### src/rtl/ring_pkg.sv
package ring_pkg;
  localparam int FLIT_W = 8;
  localparam int ID_W   = 4;
  localparam int LEN_W  = 3;
  localparam int CNT_W  = LEN_W + 1;

  typedef enum logic [1:0] {M_PASS, M_TAKE, M_FILL} fwd_mode_e;

  // header: [7] kind, [6:3] node number, [2:0] length-1
  function automatic logic [FLIT_W-1:0] make_hdr(input logic is_cmd,
                                                 input logic [ID_W-1:0] node,
                                                 input logic [LEN_W-1:0] len_m1);
    return {is_cmd, node, len_m1};
  endfunction

  function automatic logic hdr_is_cmd(input logic [FLIT_W-1:0] h);
    return h[FLIT_W-1];
  endfunction

  function automatic logic [ID_W-1:0] hdr_node(input logic [FLIT_W-1:0] h);
    return h[LEN_W +: ID_W];
  endfunction

  function automatic logic [CNT_W-1:0] hdr_len(input logic [FLIT_W-1:0] h);
    return {1'b0, h[LEN_W-1:0]} + CNT_W'(1);
  endfunction
endpackage

### src/rtl/ring_resq.sv
module ring_resq #(
  parameter int DEPTH = 8,
  parameter int W     = 8,
  localparam int PTR_W = (DEPTH > 1) ? $clog2(DEPTH) : 1,
  localparam int QC_W  = $clog2(DEPTH + 1)
) (
  input  logic            clk,
  input  logic            rst_n,
  input  logic            push,
  input  logic [W-1:0]    din,
  input  logic            pop,
  output logic [W-1:0]    dout,
  output logic [QC_W-1:0] count,
  output logic            full,
  output logic            empty
);
  logic [W-1:0]     mem [DEPTH];
  logic [PTR_W-1:0] wr_ptr, rd_ptr;

  function automatic logic [PTR_W-1:0] bump(input logic [PTR_W-1:0] p);
    return (p == PTR_W'(DEPTH - 1)) ? '0 : p + PTR_W'(1);
  endfunction

  assign full  = (count == QC_W'(DEPTH));
  assign empty = (count == '0);
  assign dout  = mem[rd_ptr];

  always_ff @(posedge clk) begin
    if (push) mem[wr_ptr] <= din;
  end

  always_ff @(posedge clk or negedge rst_n) begin
    if (!rst_n) begin
      wr_ptr <= '0;
      rd_ptr <= '0;
      count  <= '0;
    end else begin
      if (push) wr_ptr <= bump(wr_ptr);
      if (pop)  rd_ptr <= bump(rd_ptr);
      case ({push, pop})
        2'b10:   count <= count + QC_W'(1);
        2'b01:   count <= count - QC_W'(1);
        default: count <= count;
      endcase
    end
  end

  // fill logic must never draw from an empty queue
  assert_pop_nonempty_R5: assert property (@(posedge clk) disable iff (!rst_n)
    pop |-> !empty);
  assert_count_bound_R9: assert property (@(posedge clk) disable iff (!rst_n)
    count <= QC_W'(DEPTH));
endmodule

### src/rtl/ring_pkt_track.sv
module ring_pkt_track
  import ring_pkg::*;
#(
  parameter int NODE_ID = 1,
  parameter int QC_W    = 4
) (
  input  logic              clk,
  input  logic              rst_n,
  input  logic              fire,
  input  logic [FLIT_W-1:0] flit,
  input  logic [QC_W-1:0]   q_count,
  output logic              at_hdr,
  output logic              hdr_take,
  output logic              hdr_fill,
  output logic              byte_take,
  output logic              byte_fill,
  output logic              byte_last
);
  logic [CNT_W-1:0] remain;
  fwd_mode_e        mode_q;
  logic [CNT_W-1:0] len;

  assign len      = hdr_len(flit);
  assign at_hdr   = (remain == '0);
  assign hdr_take = at_hdr && hdr_is_cmd(flit) && (hdr_node(flit) == ID_W'(NODE_ID));
  assign hdr_fill = at_hdr && !hdr_is_cmd(flit) && (int'(q_count) >= int'(len));
  assign byte_take = !at_hdr && (mode_q == M_TAKE);
  assign byte_fill = !at_hdr && (mode_q == M_FILL);
  assign byte_last = !at_hdr && (remain == CNT_W'(1));

  always_ff @(posedge clk or negedge rst_n) begin
    if (!rst_n) begin
      remain <= '0;
      mode_q <= M_PASS;
    end else if (fire) begin
      if (at_hdr) begin
        remain <= len;
        mode_q <= hdr_take ? M_TAKE : (hdr_fill ? M_FILL : M_PASS);
      end else begin
        remain <= remain - CNT_W'(1);
      end
    end
  end

  assert_len_bound_R2: assert property (@(posedge clk) disable iff (!rst_n)
    remain <= CNT_W'(1 << LEN_W));
  assert_mode_idle_at_hdr_R6: assert property (@(posedge clk) disable iff (!rst_n)
    (fire && byte_last) |=> at_hdr);
endmodule

### src/rtl/ring_node.sv
module ring_node
  import ring_pkg::*;
#(
  parameter int NODE_ID    = 1,
  parameter int RESQ_DEPTH = 8,
  localparam int QC_W = $clog2(RESQ_DEPTH + 1)
) (
  input  logic              clk,
  input  logic              rst_n,
  input  logic              in_valid,
  input  logic [FLIT_W-1:0] in_flit,
  output logic              in_ready,
  output logic              out_valid,
  output logic [FLIT_W-1:0] out_flit,
  input  logic              out_ready,
  output logic              cmd_valid,
  output logic [FLIT_W-1:0] cmd_byte,
  output logic              cmd_last,
  input  logic              res_valid,
  input  logic [FLIT_W-1:0] res_byte,
  output logic              res_ready
);
  logic              fire;
  logic              at_hdr, hdr_take, hdr_fill, byte_take, byte_fill, byte_last;
  logic              q_push, q_pop, q_full, q_empty;
  logic [FLIT_W-1:0] q_head;
  logic [QC_W-1:0]   q_count;
  logic [FLIT_W-1:0] nxt_flit;

  assign in_ready  = !out_valid || out_ready;
  assign fire      = in_valid && in_ready;
  assign res_ready = !q_full;
  assign q_push    = res_valid && !q_full;
  assign q_pop     = fire && byte_fill;

  ring_resq #(.DEPTH(RESQ_DEPTH), .W(FLIT_W)) u_resq (
    .clk(clk), .rst_n(rst_n), .push(q_push), .din(res_byte), .pop(q_pop),
    .dout(q_head), .count(q_count), .full(q_full), .empty(q_empty)
  );

  ring_pkt_track #(.NODE_ID(NODE_ID), .QC_W(QC_W)) u_track (
    .clk(clk), .rst_n(rst_n), .fire(fire), .flit(in_flit), .q_count(q_count),
    .at_hdr(at_hdr), .hdr_take(hdr_take), .hdr_fill(hdr_fill),
    .byte_take(byte_take), .byte_fill(byte_fill), .byte_last(byte_last)
  );

  always_comb begin
    if (hdr_take)       nxt_flit = make_hdr(1'b0, '0, in_flit[LEN_W-1:0]);
    else if (hdr_fill)  nxt_flit = make_hdr(1'b1, ID_W'(NODE_ID), in_flit[LEN_W-1:0]);
    else if (byte_take) nxt_flit = '0;
    else if (byte_fill) nxt_flit = q_head;
    else                nxt_flit = in_flit;
  end

  always_ff @(posedge clk or negedge rst_n) begin
    if (!rst_n) begin
      out_valid <= 1'b0;
      out_flit  <= '0;
      cmd_valid <= 1'b0;
      cmd_byte  <= '0;
      cmd_last  <= 1'b0;
    end else begin
      if (fire) begin
        out_valid <= 1'b1;
        out_flit  <= nxt_flit;
      end else if (out_ready) begin
        out_valid <= 1'b0;
      end
      cmd_valid <= fire && byte_take;
      cmd_last  <= fire && byte_take && byte_last;
      if (fire && byte_take) cmd_byte <= in_flit;
    end
  end

  assert_hold_R8: assert property (@(posedge clk) disable iff (!rst_n)
    (out_valid && !out_ready) |=> (out_valid && $stable(out_flit)));
  assert_one_stage_R7: assert property (@(posedge clk) disable iff (!rst_n)
    fire |=> out_valid);
  assert_last_in_cmd_R3: assert property (@(posedge clk) disable iff (!rst_n)
    cmd_last |-> cmd_valid);
  assert_cmd_from_accept_R3: assert property (@(posedge clk) disable iff (!rst_n)
    cmd_valid |-> $past(fire));
  assert_fill_one_kind_R5: assert property (@(posedge clk) disable iff (!rst_n)
    !(hdr_take && hdr_fill) && !(byte_take && byte_fill));
  assert_full_blocks_R9: assert property (@(posedge clk) disable iff (!rst_n)
    (q_full && !q_pop) |=> q_full);
endmodule

### config.mk
export PLATFORM = sky130hd
export DESIGN_NAME = ring_node
export DESIGN_NICKNAME = d
export VERILOG_FILES = /design/src/rtl/ring_pkg.sv /design/src/rtl/ring_resq.sv /design/src/rtl/ring_pkt_track.sv /design/src/rtl/ring_node.sv
export SDC_FILE = /design/constraint.sdc
export NUM_CORES = 1
export LEC_CHECK = 0
export CAP_MARGIN = 10
export CORE_MARGIN = 4
export CORE_UTILIZATION = 57
export CTS_CLUSTER_SIZE = 25
export DETAILED_ROUTE_END_ITERATION = 10
export GPL_ROUTABILITY_DRIVEN = 1
export HOLD_SLACK_MARGIN = 0.06
export PLACE_DENSITY = 0.79
export SLEW_MARGIN = 25
export SYNTH_ARGS = -nofsm -noshare
export SYNTH_HDL_FRONTEND = slang
export SYNTH_SLANG_ARGS = --single-unit
### constraint.sdc
create_clock -name clk -period 3.8 [get_ports clk]
set_input_delay 0.38 -clock clk [delete_from_list [all_inputs] [get_ports clk]]
set_output_delay 0.38 -clock clk [all_outputs]
set_load 0.02 [all_outputs]
==> results.json <==
{
  "cts_buffers": 9,
  "power_leakage_nw": 1.925,
  "clk_path_buf_depth": 2,
  "post-cts-setup-buffer-count": 0,
  "die_height_um": 95.77,
  "area_growth_syn_to_layout_pct": 15.79,
  "layout.nets": 370,
  "fin_tns_setup_ns": 0,
  "required_ns": 4.05,
  "ios": 42,
  "critPathTopFamily": "simple AND/OR/NAND/NOR gates",
  "worst_pin_slew_ns": 0.9479,
  "ys_seq_area_share_pct": 63.72,
  "fin_crit_ns": 3.074,
  "hold_viol": 0,
  "slew_headroom_pct": 36.58,
  "dieArea_um2": 9171,
  "drv_slew": 0,
  "ir_drop_uv": 322.9,
  "yosysWarnings": 0,
  "crit_type": "register to register",
  "ant_nets": 0,
  "post-route-period-util_pct": 80.89,
  "async_flop_share_pct": 35.35,
  "status": "finished, final reports clean",
  "critPathBufInv": 2,
  "grt_pass1_wl_mm": 13.59,
  "initial_utilization_pct": 59.58,
  "drt-vias-per-instance": 5.959,
  "ctsResizeCount": 0,
  "synth_area_per_cell_um2": 15.24,
  "worst_path_max_delay_cell": "or3b_1",
  "gp_congestion": 0.8506,
  "path_max_fanout": 10,
  "hold_path_class": "input port to asynchronous set/reset pin",
  "antenna_found_initial": 0,
  "place_hpwl_mm": 5.687,
  "drc": 0,
  "yosysUniqueCellTypes": 47,
  "netlist_area_um2": 4390,
  "ys_ff_latch": 99,
  "io_buffers": 41,
  "synth_flop_cell": "edfxtp_1",
  "clkTransAtPathRegs_ns": 0.10,
  "timing.fmax_mhz": 325.3,
  "synth-edff-count": 64,
  "maxCapViolations": 0,
  "postPlaceCellArea_um2": 4886,
  "ctsHoldBuffers": 0,
  "cts_num_sinks": 99,
  "drtIter0Drc": 113,
  "crit_path_max_incr_delay_ns": 0.55,
  "finClkSkew_ns": 0.01260,
  "grtUsageTotal_pct": 20.45,
  "fillers": 527,
  "insertedDiodeCount": 0,
  "rsz0062_at_grt": "false",
  "synth_nets": 323,
  "cts_tree": "built",
  "mostFrequentLayoutCell": "edfxtp_1",
  "crit_chain": "inv_1 -> ha_1 -> or3b_1 -> and2_1 -> nand2_2 -> inv_1 -> ha_1 -> xor2_1 -> ha_1 -> a21oi_1 -> xor2_1 -> nor2_1 -> xor2_1",
  "cts_root_buf": "clkbuf_8",
  "p_per_area_nw_per_um2": 660.8,
  "drive_gt1_share_pct": 14.71,
  "syn-instance-count": 288,
  "setup_violations": 0,
  "routed_wl_mm": 8.414,
  "multi_input_comb_area_um2": 1475,
  "rows": 31,
  "cp-end-kind": "register",
  "seq_area_um2": 2798,
  "grt_max_degree": 36,
  "post_drt_wl_per_cell_um": 19.17,
  "dr_total_vias": 2616,
  "grt_overflow_total": 0,
  "layout_common_cells": "edfxtp_1, clkdlybuf4s50_1, dfrtp_1, nand2_1, ha_1",
  "grt_pass1_vias": 2661,
  "startpoint_type": "register",
  "cts_max_level": 3,
  "cp_data_arrival_time_ns": 3.32,
  "die_w_um": 95.77,
  "final_area_um2": 5084,
  "clock_latency_ns": 0.37,
  "drt-pass1-iter-count": 4,
  "core_um2": 7370
}
-- per-stage QoR --
step | setup slack, ns | std cells | power, mW | utilization, % | hold slack, ns
global placement | 0.8875 | 423 | 2.674 | 66.30 | 0.4612
detailed placement | 0.7668 | 423 | 2.716 | 66.30 | 0.4666
global route | 0.5240 | 439 | 3.565 | 68.98 | 0.4613
CTS | 0.7385 | 439 | 3.393 | 68.98 | 0.4291
floorplan | 0.9850 | 288 | 2.371 | - | 0.08441
finish | 0.7264 | 439 | 3.359 | 68.98 | 0.4301
-- layer usage --
layer,wire (µm),global-route usage [%],vias to the layer above
li1,-,-,1206
met1,3647,26.13,1308
met2,4100,33.87,86
met3,465,3.987,16
met4,201,9.479,0
met5,0,0,-
-- where the power goes --
part           total [mW]  internal, mW  leakage [nW]  switching (mW)
registers            1.61          1.38          1.02           0.233
logic                1.08         0.546         0.800           0.533
clock network       0.665         0.263         0.103           0.402
-- final cells by class --
type,count,area share [%]
inverter,9,0.6645
multi-input combinational,169,29.02
clock inverter,7,1.452
timing repair buffer,47,8.959
sequential,99,55.03
clock buffer,9,2.437
tap,99,2.437
-- path summary, 6_finish.rpt --
path	start	endpoint	slack, ns	depth (start not counted)
min in group clk	out_flit[1]	out_flit[1]	0.49	1
max in group asynchronous	rst_n	u_track.mode_q[1]	3.05	2
setup reg to reg	u_track.remain[0]	u_resq.count[2]	0.73	13
hold / removal	rst_n	cmd_byte[2]	0.43	2
setup / recovery	u_track.remain[0]	u_resq.count[2]	0.73	13
hold reg to reg	out_flit[1]	out_flit[1]	0.49	1
-- Yosys cell counts, types with 2 or more instances --
master	count	area [µm²]
edfxtp_1	64	1922
dfrtp_1	35	875.8
nand2_1	22	82.58
ha_1	14	175.2
mux4_2	11	247.7
mux2_2	10	112.6
o21ai_0	10	50.05
inv_1	9	33.78
nor3_1	9	45.04
a21oi_1	8	40.04
nand2b_1	8	50.05
nor2_1	8	30.03
a21o_1	7	52.55
mux4_1	5	131.4
nand3_1	5	25.02
a31oi_1	4	25.02
mux2i_1	4	40.04
o211ai_1	4	30.03
o22ai_1	4	25.02
a2111oi_1	3	30.03
buf_2	3	15.01
buf_6	3	33.78
o21ai_1	3	15.01
xnor2_1	3	26.28
xor2_1	3	26.28
a211o_1	2	17.52
and2_1	2	12.51
clkbuf_1	2	7.510
nor2b_1	2	12.51
nor4b_1	2	17.52
o21bai_1	2	15.01
o221ai_1	2	17.52
-- worst register-to-register path: stages (launching register included) --
cell,delay [ns]
dfrtp_1,0.41
inv_1,0.10
ha_1,0.22
or3b_1,0.55
and2_1,0.32
nand2_2,0.14
inv_1,0.08
ha_1,0.26
xor2_1,0.17
ha_1,0.19
a21oi_1,0.14
xor2_1,0.16
nor2_1,0.07
xor2_1,0.14
-- logic make-up (layout without fill, tap and decap cells) --
group / after synthesis / after routing / synth area share (%)
DFF: 99 / 99 / 63.72
buffers and inverters: 20 / 72 / 2.793
adders and majority gates: 14 / 14 / 3.990
muxes: 30 / 30 / 12.11
AOI/OAI and AO/OA: 53 / 53 / 8.093
xor gates and xnor gates: 6 / 6 / 1.197
and+or+nand+nor: 66 / 66 / 8.094
-- state kept, by name, indices dropped and copies added (netlist names) --
signal,count
u_resq.rd_ptr,3
cmd_valid,1
out_valid,1
cmd_last,1
cmd_byte,8
u_resq.mem,64
u_track.remain,4
u_track.mode_q,2
out_flit,8
u_resq.wr_ptr,3
u_resq.count,4
Note: power is estimated with default switching activity, not from simulation.
